File: src/rtl/acc8_pkg.sv
package acc8_pkg;

    localparam int OP_W       = 4;
    localparam int T_W        = 3;
    localparam int T_FETCH_A  = 0;
    localparam int T_FETCH_I  = 1;
    localparam int T_PC_INC   = 2;
    localparam int T_EXEC1    = 3;
    localparam int T_EXEC2    = 4;
    localparam int T_EXEC3    = 5;
    localparam int T_EXTRA    = 6;

    typedef enum logic [OP_W-1:0] {
        OP_NOP = 4'h0,
        OP_LDA = 4'h1,
        OP_ADD = 4'h2,
        OP_SUB = 4'h3,
        OP_STA = 4'h4,
        OP_LDI = 4'h5,
        OP_JMP = 4'h6,
        OP_JC  = 4'h7,
        OP_JZ  = 4'h8,
        OP_ADI = 4'h9,
        OP_SUI = 4'hA,
        OP_XRA = 4'hB,
        OP_ANA = 4'hC,
        OP_INP = 4'hD,
        OP_OUT = 4'hE,
        OP_HLT = 4'hF
    } op_e;

    typedef enum logic [1:0] {
        FN_ADD = 2'd0,
        FN_SUB = 2'd1,
        FN_XOR = 2'd2,
        FN_AND = 2'd3
    } alu_fn_e;

endpackage

File: src/rtl/acc8_alu.sv
module acc8_alu
    import acc8_pkg::*;
#(
    parameter int W = 8
) (
    input  logic [W-1:0] a,
    input  logic [W-1:0] b,
    input  alu_fn_e      fn,
    output logic [W-1:0] y,
    output logic         c,
    output logic         z
);

    logic [W:0] wide;

    always_comb begin
        wide = '0;
        y    = '0;
        c    = 1'b0;
        unique case (fn)
            FN_ADD: begin
                wide = {1'b0, a} + {1'b0, b};
                y    = wide[W-1:0];
                c    = wide[W];
            end
            FN_SUB: begin
                y = a - b;
                c = (a >= b);
            end
            FN_XOR: y = a ^ b;
            FN_AND: y = a & b;
            default: y = '0;
        endcase
        z = (y == '0);
    end

endmodule

File: src/rtl/acc8_ram.sv
module acc8_ram #(
    parameter int W  = 8,
    parameter int AW = 4
) (
    input  logic          clk,
    input  logic          we,
    input  logic [AW-1:0] waddr,
    input  logic [W-1:0]  wdata,
    input  logic [AW-1:0] raddr,
    output logic [W-1:0]  rdata
);

    localparam int DEPTH = 1 << AW;

    logic [W-1:0] mem [DEPTH];

    always_ff @(posedge clk) begin
        if (we) begin
            mem[waddr] <= wdata;
        end
    end

    assign rdata = mem[raddr];

endmodule

File: src/rtl/acc8_cpu.sv
module acc8_cpu
    import acc8_pkg::*;
#(
    parameter int DATA_W = 8
) (
    input  logic                      clk,
    input  logic                      rst_n,
    input  logic                      run_mode,
    input  logic                      go,
    input  logic                      in_ack,
    input  logic                      ram_wr,
    input  logic [DATA_W-OP_W-1:0]    ram_addr,
    input  logic [DATA_W-1:0]         data_in,
    output logic [DATA_W-1:0]         out_byte,
    output logic [DATA_W-OP_W-1:0]    pc_out,
    output logic                      halted,
    output logic                      in_req
);

    localparam int ADDR_W = DATA_W - OP_W;

    typedef struct packed {
        logic [ADDR_W-1:0] pc;
        logic [ADDR_W-1:0] mar;
        logic [DATA_W-1:0] ir;
        logic [DATA_W-1:0] acc;
        logic [DATA_W-1:0] breg;
        logic [DATA_W-1:0] outr;
        logic              zf;
        logic              cf;
        logic              run;
        logic              halt;
        logic [T_W-1:0]    t;
    } cpu_st_t;

    cpu_st_t st_d, st_q;

    logic [T_W-1:0]    t_cur;
    op_e               op_cur;
    logic [ADDR_W-1:0] imm;
    logic [DATA_W-1:0] imm_ext;
    logic [DATA_W-1:0] out_reg;

    logic              mem_we;
    logic [ADDR_W-1:0] mem_waddr;
    logic [DATA_W-1:0] mem_wdata;
    logic [DATA_W-1:0] mem_rdata;

    alu_fn_e           alu_fn;
    logic [DATA_W-1:0] alu_b;
    logic [DATA_W-1:0] alu_y;
    logic              alu_c;
    logic              alu_z;

    assign t_cur   = st_q.t;
    assign op_cur  = op_e'(st_q.ir[DATA_W-1 -: OP_W]);
    assign imm     = st_q.ir[ADDR_W-1:0];
    assign imm_ext = {{(DATA_W-ADDR_W){1'b0}}, imm};
    assign out_reg = st_q.outr;

    acc8_ram #(
        .W  (DATA_W),
        .AW (ADDR_W)
    ) ram_i (
        .clk   (clk),
        .we    (mem_we),
        .waddr (mem_waddr),
        .wdata (mem_wdata),
        .raddr (st_q.mar),
        .rdata (mem_rdata)
    );

    always_comb begin
        unique case (op_cur)
            OP_SUB, OP_SUI: alu_fn = FN_SUB;
            OP_XRA:         alu_fn = FN_XOR;
            OP_ANA:         alu_fn = FN_AND;
            default:        alu_fn = FN_ADD;
        endcase
        alu_b = (t_cur == T_W'(T_EXEC1)) ? imm_ext : st_q.breg;
    end

    acc8_alu #(
        .W (DATA_W)
    ) alu_i (
        .a  (st_q.acc),
        .b  (alu_b),
        .fn (alu_fn),
        .y  (alu_y),
        .c  (alu_c),
        .z  (alu_z)
    );

    always_comb begin
        st_d      = st_q;
        mem_we    = 1'b0;
        mem_waddr = st_q.mar;
        mem_wdata = st_q.acc;

        if (!run_mode) begin
            if (ram_wr) begin
                mem_we    = 1'b1;
                mem_waddr = ram_addr;
                mem_wdata = data_in;
            end
        end else if (!st_q.run) begin
            if (go && !st_q.halt) begin
                st_d.run = 1'b1;
                st_d.t   = '0;
            end
        end else begin
            st_d.t = t_cur + 1'b1;
            unique case (t_cur)
                T_W'(T_FETCH_A): st_d.mar = st_q.pc;
                T_W'(T_FETCH_I): st_d.ir  = mem_rdata;
                T_W'(T_PC_INC):  st_d.pc  = st_q.pc + 1'b1;
                T_W'(T_EXEC1): begin
                    unique case (op_cur)
                        OP_LDA, OP_ADD, OP_SUB, OP_STA,
                        OP_XRA, OP_ANA, OP_INP: st_d.mar = imm;
                        OP_LDI: st_d.acc = imm_ext;
                        OP_JMP: st_d.pc  = imm;
                        OP_JC:  if (st_q.cf) st_d.pc = imm;
                        OP_JZ:  if (st_q.zf) st_d.pc = imm;
                        OP_ADI, OP_SUI: begin
                            st_d.acc = alu_y;
                            st_d.cf  = alu_c;
                            st_d.zf  = alu_z;
                        end
                        OP_OUT: st_d.outr = st_q.acc;
                        OP_HLT: begin
                            st_d.halt = 1'b1;
                            st_d.run  = 1'b0;
                            st_d.t    = '0;
                        end
                        default: ;
                    endcase
                end
                T_W'(T_EXEC2): begin
                    unique case (op_cur)
                        OP_LDA: st_d.acc = mem_rdata;
                        OP_STA: mem_we   = 1'b1;
                        OP_ADD, OP_SUB, OP_XRA, OP_ANA: st_d.breg = mem_rdata;
                        OP_INP: begin
                            if (in_ack) begin
                                mem_we    = 1'b1;
                                mem_wdata = data_in;
                            end else begin
                                st_d.t = t_cur;
                            end
                        end
                        default: ;
                    endcase
                end
                T_W'(T_EXEC3): begin
                    unique case (op_cur)
                        OP_ADD, OP_SUB, OP_XRA, OP_ANA: begin
                            st_d.acc = alu_y;
                            st_d.cf  = alu_c;
                            st_d.zf  = alu_z;
                        end
                        default: ;
                    endcase
                    st_d.t = (op_cur == OP_INP) ? T_W'(T_EXTRA) : '0;
                end
                default: st_d.t = '0;
            endcase
        end
    end

    always_ff @(posedge clk or negedge rst_n) begin
        if (!rst_n) begin
            st_q <= '0;
        end else begin
            st_q <= st_d;
        end
    end

    assign out_byte = run_mode ? out_reg : '0;
    assign pc_out   = st_q.pc;
    assign halted   = st_q.halt;
    assign in_req   = st_q.run && run_mode && (op_cur == OP_INP)
                      && (t_cur == T_W'(T_EXEC2));

endmodule

File: config.mk
export PLATFORM = sky130hd
export DESIGN_NAME = acc8_cpu
export DESIGN_NICKNAME = d
export VERILOG_FILES = /design/src/rtl/acc8_pkg.sv /design/src/rtl/acc8_alu.sv /design/src/rtl/acc8_ram.sv /design/src/rtl/acc8_cpu.sv
export SDC_FILE = /design/constraint.sdc
export NUM_CORES = 1
export LEC_CHECK = 0
export ABC_AREA = 1
export CORE_UTILIZATION = 40
export DETAILED_ROUTE_END_ITERATION = 16
export PLACE_DENSITY = 0.6
export SLEW_MARGIN = 20
export SYNTH_ARGS = -nofsm -noshare
export SYNTH_HDL_FRONTEND = slang
export SYNTH_SLANG_ARGS = --single-unit
File: constraint.sdc
create_clock -name clk -period 4.8 [get_ports clk]
set_input_delay 0.48 -clock clk [delete_from_list [all_inputs] [get_ports clk]]
set_output_delay 0.48 -clock clk [all_outputs]
set_load 0.03 [all_outputs]
==> impl_metrics.ini <==
[power]
p_leak_nw = 4.27
pwr-share-comb_pct = 2.4
power_switching_uw = 725
peakVddDrop_mv = 0.223
swShare_pct = 23.1
seq_power_share_pct = 52.3
power.density_nw_per_um2 = 314
clockPowerShare_pct = 45.4
internal-power_mw = 2.41
finalPower_mw = 3.14

[synthesis]
synth_flop_cell = edfxtp_1
synth_top_area_share_pct = 43.4
synthTopCellsByArea = edfxtp_1, dfrtp_1, nand2_1
syn-cell-area_um2 = 8870
synth-warning-count = 0
synth_cell_types = 35
yosysSeqAreaShare_pct = 56.6
synth_edf_count = 128
synthCells = 980
ys_seq_elements = 175
synth_top_area_cell = edfxtp_1
synth.avg_cell_area_um2 = 9.05
synthArstFlopShare_pct = 26.9
syn_nets = 1023

[detailed_routing]
drt-pass1-iter-count = 5
drc = 0
routed_wirelength_um = 22900
drtIter0Drc = 504
via_count = 6690
postRouteAntennaNets = 0
viasPerCell = 5.19
detail_route.wl_per_cell_um = 17.7

[setup_path]
crit_required_ps = 5150
crit_type = register to register
end_kind = register
crit_chain = ha_1 -> ha_1 -> clkinv_1 -> a21oi_1 -> inv_1 -> ha_1 -> inv_1 -> a21oi_1 -> nand2_1 -> nand2_1 -> nand2_1 -> nand2_1 -> nand3_1 -> a21oi_2 -> nand2_1 -> a21boi_1
critPathMaxFanout = 18
cp_slowest_cell = clkinv_1
cpPeakStageDelay_ps = 550
cp_data_arrival_time_ps = 4020
cp_common_cell = nand2_1
crit_path_start_kind = register

[sta]
worst_pin_slew_ps = 1120
finClkSkew_ps = 13.1
rsz0062_at_grt = no
hold_viol = 0
setup_tns_ps = 0
period_minus_slack_ps = 3660
setup_viol = 0
timing.fmax_mhz = 273
period_share_pct = 76.3
drv_slew = 0
slew-limit-headroom_pct = 24.9

[cts]
hold_buffers = 0
cts_made_buffers = 17
cts_tree = done
cts_sinks = 175
postCtsSetupBuffers = 0
htreeDepth = 4
path_clk_slew_ps = 70
cts_root_buf = clkbuf_16
clock_latency_ps = 430
clockBufferDepth = 2
cts_resized = 0

[floorplan]
coreArea_um2 = 21800
fp.dieH_um = 151
rows = 54
die_w_um = 151
ioPinCount = 32
die_area_um2 = 22800
start_util_pct = 40.8

[grt]
grt_max_degree = 75
grt_pass1_vias = 6483
grt_pass1_wl_um = 36000
grt_antenna_before_repair = 0
track_usage_pct = 21.5
grt_overflow = 0

[hold_path]
hp-class = primary input to async pin

[place]
gp_congestion = 0.948
dpl.cell_count = 1257
port_buffers = 31
dp_hpwl_um = 15200

[job]
maxCapViolations = 0

[layout]
final_common_cell = nand2_1
nFillCells = 2104
fin_nets = 1039
fin_cells = 1289
antenna_cells = 0
area_growth_pct = 12.6
layout-drive-gt1-share_pct = 5.15
largest_register_ff_count = 128
final_cell_mix = nand2_1, edfxtp_1, nor2_1

[run_status]
status = complete, no violations
-- worst paths after layout --
kind	from	endpoint	slack, ps	depth (start not counted)
worst min register to register	out_reg[4]	out_reg[4]	490	2
max in group asynchronous	rst_n	st_q[39]	4240	2
worst max register to register	t_cur[0]	st_q[30]	1140	16
worst min-delay path	rst_n	halted	130	2
worst max-delay path	t_cur[0]	st_q[30]	1140	16
min in group clk	out_reg[4]	out_reg[4]	490	2
-- synth_stat cells (all sizes together), types with 3 or more instances --
library cell	n
buf	30
clkbuf	11
nand3	57
a31oi	3
clkinv	4
xor2	4
inv	122
nand4	7
o21ai	118
a21boi	3
nand2	196
edfxtp	128
a21oi	44
o22ai	6
o211ai	35
ha	23
dfrtp	47
nor3	8
nor2	126
-- power by group through the flow --
stage / logic [mW] / clock network (mW) / registers, mW
final: 0.0747 / 1.42 / 1.64
after CTS: 0.0758 / 1.44 / 1.64
after detailed placement: 0.0753 / 0 / 1.67
after global placement: 0.0751 / 0 / 1.67
after global routing: 0.0837 / 1.51 / 1.64
after floorplan: 0.0318 / 0 / 1.67
-- area by class of cell --
type,instances,area (µm²),share of cell area [%]
Sequential cell,175,5020,50.3
Multi-Input combinational cell,638,3170,31.8
Inverter,126,473,4.74
Clock buffer,17,425,4.26
Timing Repair Buffer,38,358,3.58
Tap cell,280,350,3.51
Clock inverter,15,185,1.85
-- worst max-delay path, delay by kind of cell, from the launching register on --
| family | cells | cell delay, ps |
|---|---|---|
| fa+ha+maj | 3 | 1080 |
| compound gates | 4 | 890 |
| buf+inv | 3 | 750 |
| simple gates | 6 | 450 |
| flops | 1 | 390 |
-- cell families after synthesis --
family | Yosys count | share of synthesized area (%)
AND/OR/NAND/NOR | 395 | 18.1
buffers and inverters | 167 | 7.69
XOR/XNOR | 5 | 0.494
AO/OA/AOI/OAI | 213 | 13.4
flip-flops | 175 | 56.6
adder cells (fa/ha/maj) | 25 | 3.70
-- metal layers --
metal | GRT usage [%] | share of wire [%] | up-vias
li1 | - | - | 3314
met1 | 28.9 | 46 | 3168
met2 | 35.2 | 47 | 175
met3 | 3.73 | 4.5 | 33
met4 | 7.25 | 2.1 | 0
met5 | 0 | 0 | -
-- stage by stage --
step	setup slack, ps	util, %	instance area [µm²]	hold WS, ps
finish	1140	45.9	9980	129
global route	790	45.9	9980	192
floorplan	2010	-	8870	184
detailed placement	1220	43.1	9370	476
global placement	1280	43.1	9370	471
CTS	1170	45.9	9980	165
Note: power is estimated with default switching activity, not from simulation.
